--- config.mk ---
export PLATFORM = sky130hd
export DESIGN_NAME = pad_capture
export DESIGN_NICKNAME = d
export VERILOG_FILES = /design/src/rtl/pad_pkg.sv /design/src/rtl/pad_hw_timer.sv /design/src/rtl/pad_sw_seq.sv /design/src/rtl/pad_capture.sv
export SDC_FILE = /design/constraint.sdc
export NUM_CORES = 1
export LEC_CHECK = 0
export BUFFER_PORTS_ARGS = -buffer_cell sky130_fd_sc_hd__buf_2
export CORE_ASPECT_RATIO = 0.6
export CORE_UTILIZATION = 35
export CTS_BUF_LIST = sky130_fd_sc_hd__clkbuf_8
export DETAILED_ROUTE_END_ITERATION = 10
export GPL_TIMING_DRIVEN = 0
export PLACE_DENSITY = 0.56
export SLEW_MARGIN = 20
export SYNTH_ARGS = -nofsm -noshare
export SYNTH_HDL_FRONTEND = slang
export SYNTH_HIERARCHICAL = 1
export SYNTH_SLANG_ARGS = --single-unit
--- constraint.sdc ---
create_clock -name clk -period 4.9 [get_ports clk]
set_clock_uncertainty 0.2 [all_clocks]
set_input_delay 0.98 -clock clk [delete_from_list [all_inputs] [get_ports clk]]
set_output_delay 0.98 -clock clk [all_outputs]
set_load 0.01 [all_outputs]
--- src/rtl/pad_pkg.sv ---
package pad_pkg;
    localparam int PAD_W        = 16;
    localparam int CTL_SW_INIT  = 5;
    localparam int CTL_SW_CLK   = 4;
    localparam int CTL_HW_REQ   = 2;
    localparam int CTL_BUSY     = 1;
    localparam int CTL_ABORT    = 0;

    typedef enum logic [1:0] {
        ADDR_CTRL = 2'd0,
        ADDR_DLO  = 2'd1,
        ADDR_DHI  = 2'd2,
        ADDR_RSVD = 2'd3
    } reg_addr_e;
endpackage

--- src/rtl/pad_hw_timer.sv ---
module pad_hw_timer #(
    parameter int LEN = 64
) (
    input  logic clk,
    input  logic rst_n,
    input  logic start,
    input  logic abort,
    output logic busy,
    output logic done
);
    localparam int RW = $clog2(LEN + 1);

    typedef struct packed {
        logic          pending;
        logic [RW-1:0] rem;
    } tmr_t;

    tmr_t st_d, st_q;

    always_comb begin
        st_d = st_q;
        done = 1'b0;
        if (abort) begin
            st_d.pending = 1'b0;
            st_d.rem     = '0;
        end else if (st_q.pending && st_q.rem == RW'(1)) begin
            done         = 1'b1;
            st_d.pending = 1'b0;
            st_d.rem     = '0;
        end else if (st_q.pending) begin
            // earlier deadline wins: a restart never moves it
            st_d.rem = st_q.rem - RW'(1);
        end else if (start) begin
            st_d.pending = 1'b1;
            st_d.rem     = RW'(LEN);
        end
    end

    always_ff @(posedge clk) begin
        if (!rst_n) st_q <= '0;
        else        st_q <= st_d;
    end

    assign busy = st_q.pending;

    a_r3_rem_bound: assert property (@(posedge clk) disable iff (!rst_n)
        st_q.pending |-> (st_q.rem >= RW'(1) && st_q.rem <= RW'(LEN)));
    a_r3_start_idle: assert property (@(posedge clk) disable iff (!rst_n)
        (start && !abort && !st_q.pending) |=> (busy && st_q.rem == RW'(LEN)));
    a_r4_no_extend: assert property (@(posedge clk) disable iff (!rst_n)
        (start && !abort && st_q.pending && st_q.rem != RW'(1)) |=>
        (busy && st_q.rem == $past(st_q.rem) - RW'(1)));
    a_r5_abort_clears: assert property (@(posedge clk) disable iff (!rst_n)
        abort |=> !busy);
    a_r5_abort_no_done: assert property (@(posedge clk) disable iff (!rst_n)
        abort |-> !done);
endmodule

--- src/rtl/pad_sw_seq.sv ---
module pad_sw_seq #(
    parameter int BITS = 16
) (
    input  logic clk,
    input  logic rst_n,
    input  logic wr,
    input  logic init,
    input  logic clk_bit,
    output logic active,
    output logic done
);
    localparam int STEPS = 2 * BITS;
    localparam int CW    = $clog2(STEPS);

    typedef struct packed {
        logic          armed;
        logic [CW-1:0] cnt;
    } seq_t;

    seq_t st_d, st_q;
    logic match;

    assign match = (clk_bit == st_q.cnt[0]);

    always_comb begin
        st_d = st_q;
        done = 1'b0;
        if (wr) begin
            if (init) begin
                st_d.armed = 1'b1;
                st_d.cnt   = CW'(STEPS - 1);
            end else if (st_q.armed && match) begin
                if (st_q.cnt == '0) begin
                    done       = 1'b1;
                    st_d.armed = 1'b0;
                end else begin
                    st_d.cnt = st_q.cnt - CW'(1);
                end
            end
        end
    end

    always_ff @(posedge clk) begin
        if (!rst_n) st_q <= '0;
        else        st_q <= st_d;
    end

    assign active = st_q.armed;

    a_r6_init_load: assert property (@(posedge clk) disable iff (!rst_n)
        (wr && init) |=> (active && st_q.cnt == CW'(STEPS - 1)));
    a_r7_mismatch_hold: assert property (@(posedge clk) disable iff (!rst_n)
        (wr && !init && st_q.armed && clk_bit != st_q.cnt[0]) |=>
        (active && $stable(st_q.cnt)));
    a_r8_done_disarms: assert property (@(posedge clk) disable iff (!rst_n)
        done |=> !active);
    a_r8_idle_no_done: assert property (@(posedge clk) disable iff (!rst_n)
        !st_q.armed |-> !done);
endmodule

--- src/rtl/pad_capture.sv ---
module pad_capture
    import pad_pkg::*;
#(
    parameter int HW_READ_LEN = 64
) (
    input  logic        clk,
    input  logic        rst_n,
    input  logic        reg_wr,
    input  logic [1:0]  reg_addr,
    input  logic [7:0]  reg_wdata,
    output logic [7:0]  reg_rdata,
    input  logic [15:0] btn_state,
    input  logic        btn_valid
);
    typedef struct packed {
        logic [7:0] ctrl;
        logic [7:0] dlo;
        logic [7:0] dhi;
    } regs_t;

    regs_t rg_d, rg_q;

    logic ctrl_wr, hw_start, hw_abort, hw_busy, hw_done;
    logic sw_active, sw_done, latch;
    logic [PAD_W-1:0] cap_word;

    assign ctrl_wr  = reg_wr && (reg_addr == ADDR_CTRL);
    assign hw_abort = ctrl_wr && reg_wdata[CTL_ABORT];
    assign hw_start = ctrl_wr && reg_wdata[CTL_HW_REQ] && !reg_wdata[CTL_ABORT];

    pad_hw_timer #(.LEN(HW_READ_LEN)) u_hw (
        .clk   (clk),
        .rst_n (rst_n),
        .start (hw_start),
        .abort (hw_abort),
        .busy  (hw_busy),
        .done  (hw_done)
    );

    pad_sw_seq #(.BITS(PAD_W)) u_sw (
        .clk     (clk),
        .rst_n   (rst_n),
        .wr      (ctrl_wr),
        .init    (reg_wdata[CTL_SW_INIT]),
        .clk_bit (reg_wdata[CTL_SW_CLK]),
        .active  (sw_active),
        .done    (sw_done)
    );

    assign latch    = hw_done || sw_done;
    assign cap_word = btn_valid ? btn_state : '0;

    always_comb begin
        rg_d = rg_q;
        if (ctrl_wr) begin
            rg_d.ctrl             = reg_wdata;
            rg_d.ctrl[CTL_HW_REQ] = 1'b1;
            rg_d.ctrl[CTL_BUSY]   = 1'b0;
        end
        if (latch) begin
            rg_d.dlo = cap_word[7:0];
            rg_d.dhi = cap_word[15:8];
        end
    end

    always_ff @(posedge clk) begin
        if (!rst_n) rg_q <= '0;
        else        rg_q <= rg_d;
    end

    always_comb begin
        unique case (reg_addr)
            ADDR_CTRL: begin
                reg_rdata           = rg_q.ctrl;
                reg_rdata[CTL_BUSY] = hw_busy;
            end
            ADDR_DLO:  reg_rdata = rg_q.dlo;
            ADDR_DHI:  reg_rdata = rg_q.dhi;
            default:   reg_rdata = 8'h00;
        endcase
    end

    a_r2_req_forced: assert property (@(posedge clk) disable iff (!rst_n)
        ctrl_wr |=> rg_q.ctrl[CTL_HW_REQ]);
    a_r8_data_hold: assert property (@(posedge clk) disable iff (!rst_n)
        !latch |=> ($stable(rg_q.dlo) && $stable(rg_q.dhi)));
    a_r9_invalid_zero: assert property (@(posedge clk) disable iff (!rst_n)
        (latch && !btn_valid) |=> (rg_q.dlo == 8'h00 && rg_q.dhi == 8'h00));
    a_r5_start_when_abort: assert property (@(posedge clk) disable iff (!rst_n)
        (hw_abort && !sw_done) |=> $stable(rg_q.dlo));
    a_r6_arm_on_init: assert property (@(posedge clk) disable iff (!rst_n)
        (ctrl_wr && reg_wdata[CTL_SW_INIT]) |=> sw_active);
endmodule

==> run summary <==
==================================================================================================
Slew margin rel.                                                                             60.1%
Power density over cell area                                                            267 nW/µm²
Met3 routing resource usage after global routing                                             4.54%
Filler Cells Inserted                                                                          572
Arrival time reported for the critical path endpoint                                       1.87 ns
Standard-cell rows                                                                              21
DP Area                                                                                   2340 µm²
Aggregate negative setup slack                                                                0 ns
Number of global-route vias before repair                                                     1601
Hold Path Origin                                                                          rg_q[23]
Number of port buffers                                                                          33
Share of the core filled with cells in the final layout                                      43.5%
Top-level port count                                                                            38
Fraction of synthesis flops using an asynchronous set or reset pin                              0%
Final estimated routing congestion in global placement                                       0.764
Slowest cell on crit path                                                                    buf_2
Number of H-tree levels                                                                          2
Number of sinks handled by clock tree synthesis                                                 37
Total power                                                                                 656 µW
Master cell of the clock root buffer                                                      clkbuf_8
Antenna cells                                                                                    0
Dominant cell by count in the synthesized netlist                                          dfxtp_1
Fin nets                                                                                       297
Internal power                                                                              503 µW
Clk_lat worst skew                                                                         0.28 ns
Hold-fix buffers, CTS                                                                            0
Post-route insts no fill                                                                       344
Number of distinct library cells after synthesis                                                50
TritonCTS clock tree                                                                         built
Critical path, cell by cell                                                           buf_2, nor2b_1, buf_2, o2bb2ai_1, buf_2
Maximum fanout along the worst path                                                             10
Portion of total power attributed to the clock network                                       41.7%
Count of pins over their slew limit                                                              0
Switching power total                                                                       153 µW
Peak supply drop                                                                            128 µV
Area contributors post-synth                                                          dfxtp_1 36%, mux2i_1 7.2%, or3b_1 5.9%
Proportion of power drawn by flip-flops and latches                                          47.6%
WL/cell                                                                                    14.6 µm
Global-route met2 utilization                                                                22.4%
Number of routed nets with antenna violations                                                    0
Die width                                                                                   101 µm
RSZ-0062 raised after global routing                                                            no
Met1 GRT Util                                                                                26.4%
Clock transition time at the flip-flop clock pins of the worst setup and hold paths        0.07 ns
HPWL Detailed                                                                              3780 µm
Average size of a mapped cell                                                             9.30 µm²
Sort of element at the start of the critical path                                        input pin
Synthesized net count                                                                          257
Post-detailed-route DRC marker count                                                             0
Kind of capture point of the worst setup path                                           output pin
Delay of the slowest critical-path stage                                                   0.22 ns
Final number of setup-violating endpoints                                                        0
Number of buffers inserted during clock tree synthesis                                           5
Fraction of layout instances using a drive strength above 1                                  25.0%
Maximum buffer depth of the clock tree                                                           2
Data required time of the worst path                                                       3.72 ns
Combinational group share of total power                                                     10.7%
Final Hold Fails                                                                                 0
Count of flip-flops with a built-in enable after synthesis                                       0
Run status                                                                            complete, no violations
Sum of overflow across all layers after global routing                                           0
Count of vias placed by the detailed router                                                   1810
Share of the synthesized area in the top cell type                                           35.7%
Height of the die                                                                          61.6 µm
Maximum clock frequency                                                                    327 MHz
Worst Max-Slew Pin Slew                                                                   0.593 ns
Count of synthesis-stage warnings from yosys                                                     6
Post-CTS resize count                                                                            0
Routed WL                                                                                  5010 µm
Proportion of total power due to net switching                                               23.3%
Part of the cycle the worst path needs                                                       62.3%
Effective utilization at floorplan                                                           36.7%
CORE AREA                                                                                 5650 µm²
Total Routing Usage GR                                                                       17.0%
Wire length of the first global-routing pass                                               7960 µm
Largest net degree at the start of global routing                                               17
1st-pass router iterations                                                                       6
Initial drt markers                                                                            103
Reg2reg start                                                                         u_sw/st_q[0]
Post-synthesis instance area                                                              2070 µm²
Post-synth top flop                                                                        dfxtp_1
Worst Setup SP                                                                         reg_addr[0]
Number of storage elements in the synthesis netlist                                             37
Synth area leader                                                                          dfxtp_1
Gate Count Post-Synth                                                                          223
LEAKAGE                                                                                   0.913 nW
Ranking of synthesized cells by instance count                                        37 x dfxtp_1, 20 x nand2_1, 16 x o211ai_1
Multi-input gate area in the final layout                                                 1210 µm²
Via density per instance                                                                      5.26
Worst hold path type                                                                  register to register
Count of buffers added by post-CTS timing repair for setup                                       0
Share of the yosys chip area belonging to registers                                          35.7%
Most used routing layer in global routing                                                     met1
Total die area                                                                            6250 µm²
Finished layout cell area                                                                 2460 µm²
Antenna violations before repair                                                                 0
Placed Instances                                                                               336
Number of maximum-capacitance constraint violations                                              0
Area growth from synthesis to layout                                                         18.4%
Cell repeated most along the worst path                                                      buf_2
Final Critical Period                                                                      3.05 ns
Sequential standard cell area                                                              741 µm²
Worst Setup Path Type                                                                 input pin to output pin
==================================================================================================
## metrics by stage
step,hold slack [ns],setup slack [ns]
floorplan,0.234,2.09
global placement,0.244,1.63
detailed placement,0.247,1.65
CTS,0.260,1.85
global route,0.294,1.69
finish,0.258,1.85
## cell type report
type	instances	share of cell area [%]
Multi-Input combinational cell	160	49.3
Buffer	18	3.77
Clock buffer	6	3.36
Inverter	8	1.22
Sequential cell	37	30.2
Tap cell	80	4.08
Clock inverter	2	1.38
Timing Repair Buffer	33	6.72
## state kept, by name, indices dropped and copies added, names as in the netlist
name and flops:
rg_q 23, u_hw/busy 1, u_hw/st_q 7, u_sw/active 1
u_sw/st_q 5
## power by group through the flow
stage          sequential [mW]  clock (mW)  combinational, mW
2_1_floorplan            0.317           0             0.0455
3_3_place_gp             0.319           0             0.0693
3_5_place_dp             0.319           0             0.0689
4_1_cts                  0.312       0.282             0.0695
5_1_grt                  0.313       0.297             0.0763
6_report                 0.312       0.274             0.0702
## critical path, delay by kind of cell
kind	cells	cell delay, ns
AND/OR/NAND/NOR	1	0.15
buffers and inverters	3	0.59
AO/OA/AOI/OAI	1	0.15
## cell families after synthesis
kind of cell / count (synthesis) / share of synthesized area, %
AO/OA/AOI/OAI: 67 / 25.2
multiplexers: 15 / 7.24
AND/OR/NAND/NOR: 72 / 22.7
buffers and inverters: 26 / 5.91
adder cells (fa/ha/maj): 4 / 2.41
XOR/XNOR: 2 / 0.845
flip-flops: 37 / 35.7
## per-layer routing
metal	vias to the layer above	wire [µm]
met5	-	0
met4	0	34
met3	4	214
met2	30	1940
met1	863	2830
li1	913	-
## path summary, 6_finish.rpt
path,slack [ns],end,cells past startpoint
setup / recovery,1.85,reg_rdata[4],5
hold / removal,0.26,rg_q[23],2
hold reg to reg,0.26,rg_q[23],2
setup reg to reg,2.22,rg_q[13],7
## cell usage in the layout (no fill, tap or decap), types with 3 or more instances in the layout
cell	n
or3b_2	3
mux2i_1	15
nor3_1	3
clkbuf_1	4
a21oi_1	5
o21ai_0	4
o211ai_1	16
nand2_1	20
clkbuf_8	6
nor2_1	5
nor4b_1	3
nand2b_1	3
inv_1	9
a21boi_1	15
buf_4	3
or3b_1	14
o311ai_0	3
o2bb2ai_1	8
dfxtp_1	37
ha_1	4
buf_2	42
No activity file was read; power rests on OpenSTA's default activity.
